File: config.mk
export PLATFORM = sky130hd
export DESIGN_NAME = nvm_prog_seq
export DESIGN_NICKNAME = d
export VERILOG_FILES = /design/src/rtl/nvm_prog_seq.sv
export SDC_FILE = /design/constraint.sdc
export NUM_CORES = 1
export LEC_CHECK = 0
export CAP_MARGIN = 20
export CORE_MARGIN = 1.5
export CORE_UTILIZATION = 45
export CTS_BUF_LIST = sky130_fd_sc_hd__clkbuf_2
export DETAILED_ROUTE_END_ITERATION = 16
export GPL_ROUTABILITY_DRIVEN = 1
export HOLD_SLACK_MARGIN = 0.06
export MAX_ROUTING_LAYER = met4
export PLACE_DENSITY = 0.65
export SYNTH_ARGS = -nofsm -noshare
export SYNTH_HDL_FRONTEND = slang
export SYNTH_SLANG_ARGS = --single-unit
File: constraint.sdc
create_clock -name clk -period 3.6 [get_ports clk]
set_clock_uncertainty 0.1 [all_clocks]
set_input_delay 0.54 -clock clk [delete_from_list [all_inputs] [get_ports clk]]
set_output_delay 0.54 -clock clk [all_outputs]
set_load 0.03 [all_outputs]
File: src/rtl/nvm_prog_seq.sv
module nvm_prog_seq #(
  parameter int ADDR_W      = 5,
  parameter int SECT_N      = 4,
  parameter int PROG_CYCLES = 8
) (
  input  logic              clk,
  input  logic              rst_n,
  input  logic              ctl_we,
  input  logic [2:0]        ctl_wdata,
  output logic [2:0]        ctl_rdata,
  input  logic              arr_we,
  input  logic [ADDR_W-1:0] arr_addr,
  input  logic [7:0]        arr_wdata,
  input  logic              cfg_we,
  input  logic [7:0]        cfg_wdata,
  input  logic [SECT_N-1:0] sect_lock,
  input  logic              cfg_lock,
  input  logic              pump_sel,
  input  logic              rc_tick,
  input  logic [ADDR_W-1:0] rd_addr,
  output logic [7:0]        rd_data,
  output logic              rd_hit,
  output logic [7:0]        cfg_word,
  output logic              busy,
  output logic              done
);
  localparam int DEPTH  = 1 << ADDR_W;
  localparam int SECT_W = $clog2(SECT_N);
  localparam int CNT_W  = $clog2(PROG_CYCLES + 1);

  logic              erase_q, latch_q, pgm_q, armed_q, tgt_cfg_q;
  logic [ADDR_W-1:0] lat_addr_q;
  logic [7:0]        lat_data_q;
  logic [CNT_W-1:0]  cnt_q;
  logic [7:0]        mem [DEPTH];
  logic [7:0]        cfg_q;

  wire pump_tick = pump_sel ? rc_tick : 1'b1;
  wire joint     = ctl_wdata[1] & ctl_wdata[0] & ~latch_q;
  wire pgm_ok    = ctl_wdata[1] & ctl_wdata[0] & latch_q & armed_q;
  wire arm_wr    = latch_q & ~pgm_q & (arr_we | cfg_we);
  wire locked    = tgt_cfg_q ? cfg_lock : sect_lock[lat_addr_q[ADDR_W-1 -: SECT_W]];
  wire fire      = pgm_q & (cnt_q == CNT_W'(1)) & pump_tick;
  wire [7:0] old_val = tgt_cfg_q ? cfg_q : mem[lat_addr_q];
  wire [7:0] new_val = erase_q ? 8'hFF : (old_val & lat_data_q);

  always_ff @(posedge clk or negedge rst_n) begin
    if (!rst_n) begin
      erase_q    <= 1'b0;
      latch_q    <= 1'b0;
      pgm_q      <= 1'b0;
      armed_q    <= 1'b0;
      tgt_cfg_q  <= 1'b0;
      lat_addr_q <= '0;
      lat_data_q <= 8'hFF;
    end else if (ctl_we) begin
      erase_q <= ctl_wdata[2];
      if (!ctl_wdata[1] || joint) begin
        latch_q <= 1'b0;
        pgm_q   <= 1'b0;
        armed_q <= 1'b0;
      end else begin
        latch_q <= 1'b1;
        pgm_q   <= pgm_ok;
        if (pgm_q && !ctl_wdata[0]) armed_q <= 1'b0;
      end
    end else if (arm_wr) begin
      armed_q    <= 1'b1;
      tgt_cfg_q  <= cfg_we;
      lat_data_q <= cfg_we ? cfg_wdata : arr_wdata;
      if (!cfg_we) lat_addr_q <= arr_addr;
    end
  end

  always_ff @(posedge clk or negedge rst_n) begin
    if (!rst_n)                                    cnt_q <= '0;
    else if (ctl_we && pgm_ok && !pgm_q)           cnt_q <= CNT_W'(PROG_CYCLES);
    else if (pgm_q && cnt_q != '0 && pump_tick)    cnt_q <= cnt_q - CNT_W'(1);
  end

  always_ff @(posedge clk or negedge rst_n) begin
    if (!rst_n) begin
      for (int i = 0; i < DEPTH; i++) mem[i] <= 8'hFF;
      cfg_q <= 8'hFF;
    end else if (fire && !locked) begin
      if (tgt_cfg_q) cfg_q <= new_val;
      else           mem[lat_addr_q] <= new_val;
    end
  end

  assign ctl_rdata = {erase_q, latch_q, pgm_q};
  assign busy      = pgm_q;
  assign done      = pgm_q & (cnt_q == '0);
  assign cfg_word  = cfg_q;
  assign rd_hit    = cfg_q[0];
  assign rd_data   = !cfg_q[0] ? 8'h00 : (pgm_q ? 8'hFF : mem[rd_addr]);

  a_r5_no_joint_set: assert property (@(posedge clk) disable iff (!rst_n)
    (ctl_we && !latch_q && ctl_wdata[1] && ctl_wdata[0]) |=> (!latch_q && !pgm_q));

  a_r6_enable_needs_arm: assert property (@(posedge clk) disable iff (!rst_n)
    $rose(pgm_q) |-> ($past(latch_q) && $past(armed_q) && $past(ctl_we)));

  a_r9_latch_frozen: assert property (@(posedge clk) disable iff (!rst_n)
    pgm_q |=> (!pgm_q || ($stable(lat_addr_q) && $stable(lat_data_q))));

  a_r12_idle_clears: assert property (@(posedge clk) disable iff (!rst_n)
    (ctl_we && !ctl_wdata[1]) |=> (!armed_q && !pgm_q && !busy));

  a_r10_done_needs_busy: assert property (@(posedge clk) disable iff (!rst_n)
    done |-> busy);
endmodule

# == Yosys cells after proc, flatten, opt, wreduce, memory -nomap -nowiden ==
# Index checks and enable logic that the tools add are counted.
# totals
ff_bits,286
latchBits,0
ramBits,0
romBits,0
input_bits,41
output_inout_bits,22
elab_cells,113
memories,0
# classes
addsub,1
multipliers,0
div,0
n_lt_le_gt_ge,4
n_eq_ne,2
shift,0
n_mux,26
n_bitwise,18
n_reduce_logical,21
# ops
op,n
$bwmux 256,1
$bmux 8 s5,2
$mux 8,10
$demux 8 s5,1
$ge 6x6->1 const B,2
$not 5->6,2
$and 1x1->1,9
$mux 1,9
$and 8x8->8,1
$mux 4,2
$reduce_and 2->1,4
$logic_and 1x1->1,7
$lt 6x1->1 const B,1
$not 1->1,5
$eq 4x1->1 const B,1
$logic_not 1->1,4
$logic_not 4->1,1
$reduce_bool 2->1,2
$reduce_bool 4->1,1
$sub 4x1->4 const B,1
$lt 2x3->1 const B,1
$ne 3x1->1 const B,1
$reduce_and 3->1,1
$bmux 1 s2,1
2 further kinds,2

# == Depth between registers and ports, before layout ==
# depth
ltp_word,8
mapped_depth,9
depth_no_buf,7

# == Worst setup path after synthesis ==
# OpenSTA, ideal clock, no wires.
# synth_timing
path_kind,input to output
start,input rd_addr[0]
end,output rd_data[3]
t_arrival_ns,2.568
t_required_ns,2.960
path_slack_ns,0.392
stages,7
path_buffers,3
path_cell_list,buf_2 > buf_2 > buf_2 > mux4_2 > a221oi_1 > o21ai_0 > o211a_1
# synth_via
elab_chain_cells,6
# synth_rtl
item,line_no,text
start: declaration,20,"input logic [ADDR_W-1:0] rd_addr,"
$not 5->6 (not written as such),96,assign rd_data = !cfg_q[0] ? 8'h00 : (pgm_q ? 8'hFF : mem[rd_addr]);
$bmux 8 s5,96,
$mux 8 (not written as such) (2 in a row),96,
$mux 8 (2 in a row),96,
end: declaration,21,"output logic [7:0] rd_data,"
# Every way passes these cells. The select of a mux whose other input is x is not followed.

# == Worst setup path in the final report ==
# layout_timing
start,register mem[131] in the netlist's numbering
end,output rd_data[3]
# layout_via
elab_chain_cells,5
# layout_rtl
item,line_no,text
start: declaration,35,logic [7:0] mem [DEPTH];
start signal: indexed assignment,87,else mem[lat_addr_q] <= new_val;
$bmux 8 s5,96,
$mux 8 (not written as such) (2 in a row),96,
$mux 8 (2 in a row),96,
# Every way passes these cells. The select of a mux whose other input is x is not followed.

==> summary.md <==
| Metric | Value |
|---|---|
| Status | finished clean |
| Worst EP required | 2.96 ns |
| Prevailing post-synth register cell | dfstp_2 |
| Core Region | 0.03784 mm² |
| Sum of negative setup slack | 0 ns |
| CTS H-Tree Depth | 3 |
| Pint | 6.039 mW |
| First-pass GRT wire length | 94610 µm |
| Final min period | 3.539 ns |
| Die area | 0.03980 mm² |
| Final core utilization | 0.5345 |
| RSZ-0062 raised after global routing | true |
| Post-synth EDFFs | 0 |
| Count leader, synth | nor2_1 |
| Cell area after layout | 0.02023 mm² |
| Max clock buf depth | 3 |
| GP Congestion | 0.9663 |
| TritonRoute pass-1 iters | 6 |
| Comb pwr share | 0.337 |
| Setup Viol. Count Final | 0 |
| DR iter-0 viols | 2149 |
| Placed Area | 0.01920 mm² |
| Synth warn | 0 |
| HP Class | input port to async pin |
| Antenna violations before repair | 3 |
| Port Buf Inserts | 62 |
| DR vias | 15390 |
| Die Wd | 199.5 µm |
| Post-synth top cells | nor2_1 (314), dfstp_2 (272), mux2i_1 (138), a221oi_1 (128), mux4_2 (95) |
| Synth-to-layout area growth | 16.40% |
| Synthesized flop and latch total | 286 |
| TritonCTS clock tree | done |
| Total wire length | 62390 µm |
| Slew @ Worst Pin | 1.083 ns |
| Largest area contributor in the netlist | dfstp_2 |
| Sink Count | 286 |
| Synthesized instance count | 1572 |
| # nets final | 1733 |
| Total power draw | 10.14 mW |
| Synth unique cells | 60 |
| Syn nets | 1615 |
| Worst R2R End | mem[181] |
| Fillers | 3334 |
| Crit path capture type | output port |
| Peak VDD IR | 0.0004426 V |
| Top cells by area, synth | dfstp_2 (41%), mux4_2 (12%), mux2i_1 (7.9%) |
| Wire length per cell | 27.61 µm |
| Final antenna-violating net count | 0 |
| WHS | 0.1463 ns |
| # DRC | 0 |
| Switching pwr | 4.106 mW |
| Overflow after GRT | 0 |
| Starting density of the core | 0.4591 |
| Row count | 71 |
| Part of the power in registers | 0.400 |
| Worst-path clk slew | 0.09 ns |
| Post-synth top area share | 0.4113 |
| Vias per inst | 6.808 |
| Leak | 7.627 nW |
| Fmax | 282.5 MHz |
| Clock latency on the worst-skew pair | 1.00 ns |
| Max-cap violations | 0 |
| Final hold vios | 0 |
| Pins Over Slew Limit | 0 |
| Mapped Avg Cell Area | 11.05 µm² |
| Setup CP Type | flip-flop to output port |
| R2r setup slk | 0.29 ns |
| Ports | 63 |
| R2R cell count | 6 |
| Clock group share of total power | 0.263 |
| Die Ht | 199.5 µm |
| Arr. time, crit path | 2.90 ns |
| DP HPWL | 43280 µm |
| Vias in the first global route | 15010 |
| Post-synth ARST share | 1.000 |
| CP max FO | 3 |
| PwrDens | 501.6 mW/mm² |
| Share of layout cells above drive strength 1 | 0.4124 |
| Reg2reg start | lat_addr_q[0] |
| Post-route clock period utilization | 0.9832 |
| Crit start category | flip-flop |
| GR Util All Layers | 0.3315 |
| Pin count of the biggest net entering global routing | 96 |
| Num CTS Buffers | 78 |
| Max_slew headroom | 0.2720 |
| Synthesized cell area | 0.01738 mm² |
| Switching Fraction | 0.4047 |
| CTS Root Cell | clkbuf_2 |
| Register area share after synthesis | 0.4315 |
## kinds of logic after synthesis
family | after synthesis | share of synthesized area
AOI/OAI and AO/OA | 369 | 0.1668
xor gates and xnor gates | 3 | 0.001512
adders and majority gates | 2 | 0.001440
buffers and inverters | 175 | 0.04457
DFF | 286 | 0.4315
muxes | 254 | 0.2162
and+or+nand+nor | 483 | 0.1379
## through the flow
stage	std cells	setup WS, ns
final	2260	0.06052
after global routing	2260	0.009297
after CTS	2257	0.001328
after detailed placement	2104	0.3327
after global placement	2103	0.3703
after floorplan	1572	0.3916
## flip-flops by register name, indices dropped and copies added (netlist names), 4 cells and up
register    count
mem           256
cfg_word        8
lat_data_q      8
lat_addr_q      5
cnt_q           4
## cell type report
cell class                      instances  area, µm²  area share
Clock buffer                          120      600.6     0.02969
Multi-Input combinational cell       1111       9320      0.4608
Tap cell                              511      639.4     0.03161
Inverter                                8      30.03    0.001485
Antenna cell                            3      7.507   0.0003712
Clock inverter                         16      191.4    0.009465
Timing Repair Buffer                  205       1931     0.09545
Sequential cell                       286       7506      0.3711
## what timing repair did
| item | CTS | global route |
|---|---|---|
| hold endpoints to repair | 119 | 0 |
| resized for setup | 1 | 8 |
| hold buffers | 17 | 0 |
| endpoints found under the setup margin | 1 | 6 |
| pin swaps | 0 | 0 |
| setup buffers | 0 | 0 |
## worst max path at each step
stage	from	endpoint	slack [ns]	cells past startpoint
2_1_floorplan	rd_addr[0]	rd_data[3]	0.39	7
3_3_place_gp	sect_lock[3]	mem[243]	0.37	7
3_5_place_dp	rd_addr[2]	rd_data[0]	0.33	6
4_1_cts	mem[39]	rd_data[7]	0.001	4
5_1_grt	mem[129]	rd_data[1]	0.009	5
6_report	mem[131]	rd_data[3]	0.06	5
## power groups by stage
stage | combinational, mW | sequential [mW] | clock (mW)
2_1_floorplan | 2.13 | 3.75 | 0
3_3_place_gp | 3.24 | 4.08 | 0
3_5_place_dp | 3.28 | 4.09 | 0
5_1_grt | 3.53 | 4.10 | 2.90
4_1_cts | 3.30 | 4.04 | 2.73
6_report | 3.42 | 4.06 | 2.67
## layer usage
metal	vias to the layer above	track usage	routed length (µm)	share of wire
met3	201	0.08608	6902	0.11
met1	7737	0.4376	24910	0.40
met2	1028	0.4709	27490	0.44
li1	6420	-	-	-
met5	-	-	0	0
met4	0	0.1665	3091	0.050
## placed cells by master (no fill, tap or decap), drive strengths merged, types with 11 or more instances in the layout
cell and instances:
o22ai 28, a211oi 77, nor4 35, or3 11, a221oi 128, clkbuf 120, buf 137, nor2 315
dlygate4sd3 17, mux4 95, dfrtp 14, mux2 21, nand2 19, nor3b 12, nand4 29, dfstp 272
o21ai 19, mux2i 138, clkdlybuf4s50 51, o31ai 66
## critical path: stages, from the launching register on
cell,delay [ns]
dfstp_2,0.39
mux4_2,0.52
a221oi_1,0.49
o21ai_0,0.16
o211a_1,0.21
buf_12,0.16
Note: power is estimated with default switching activity, not from simulation.
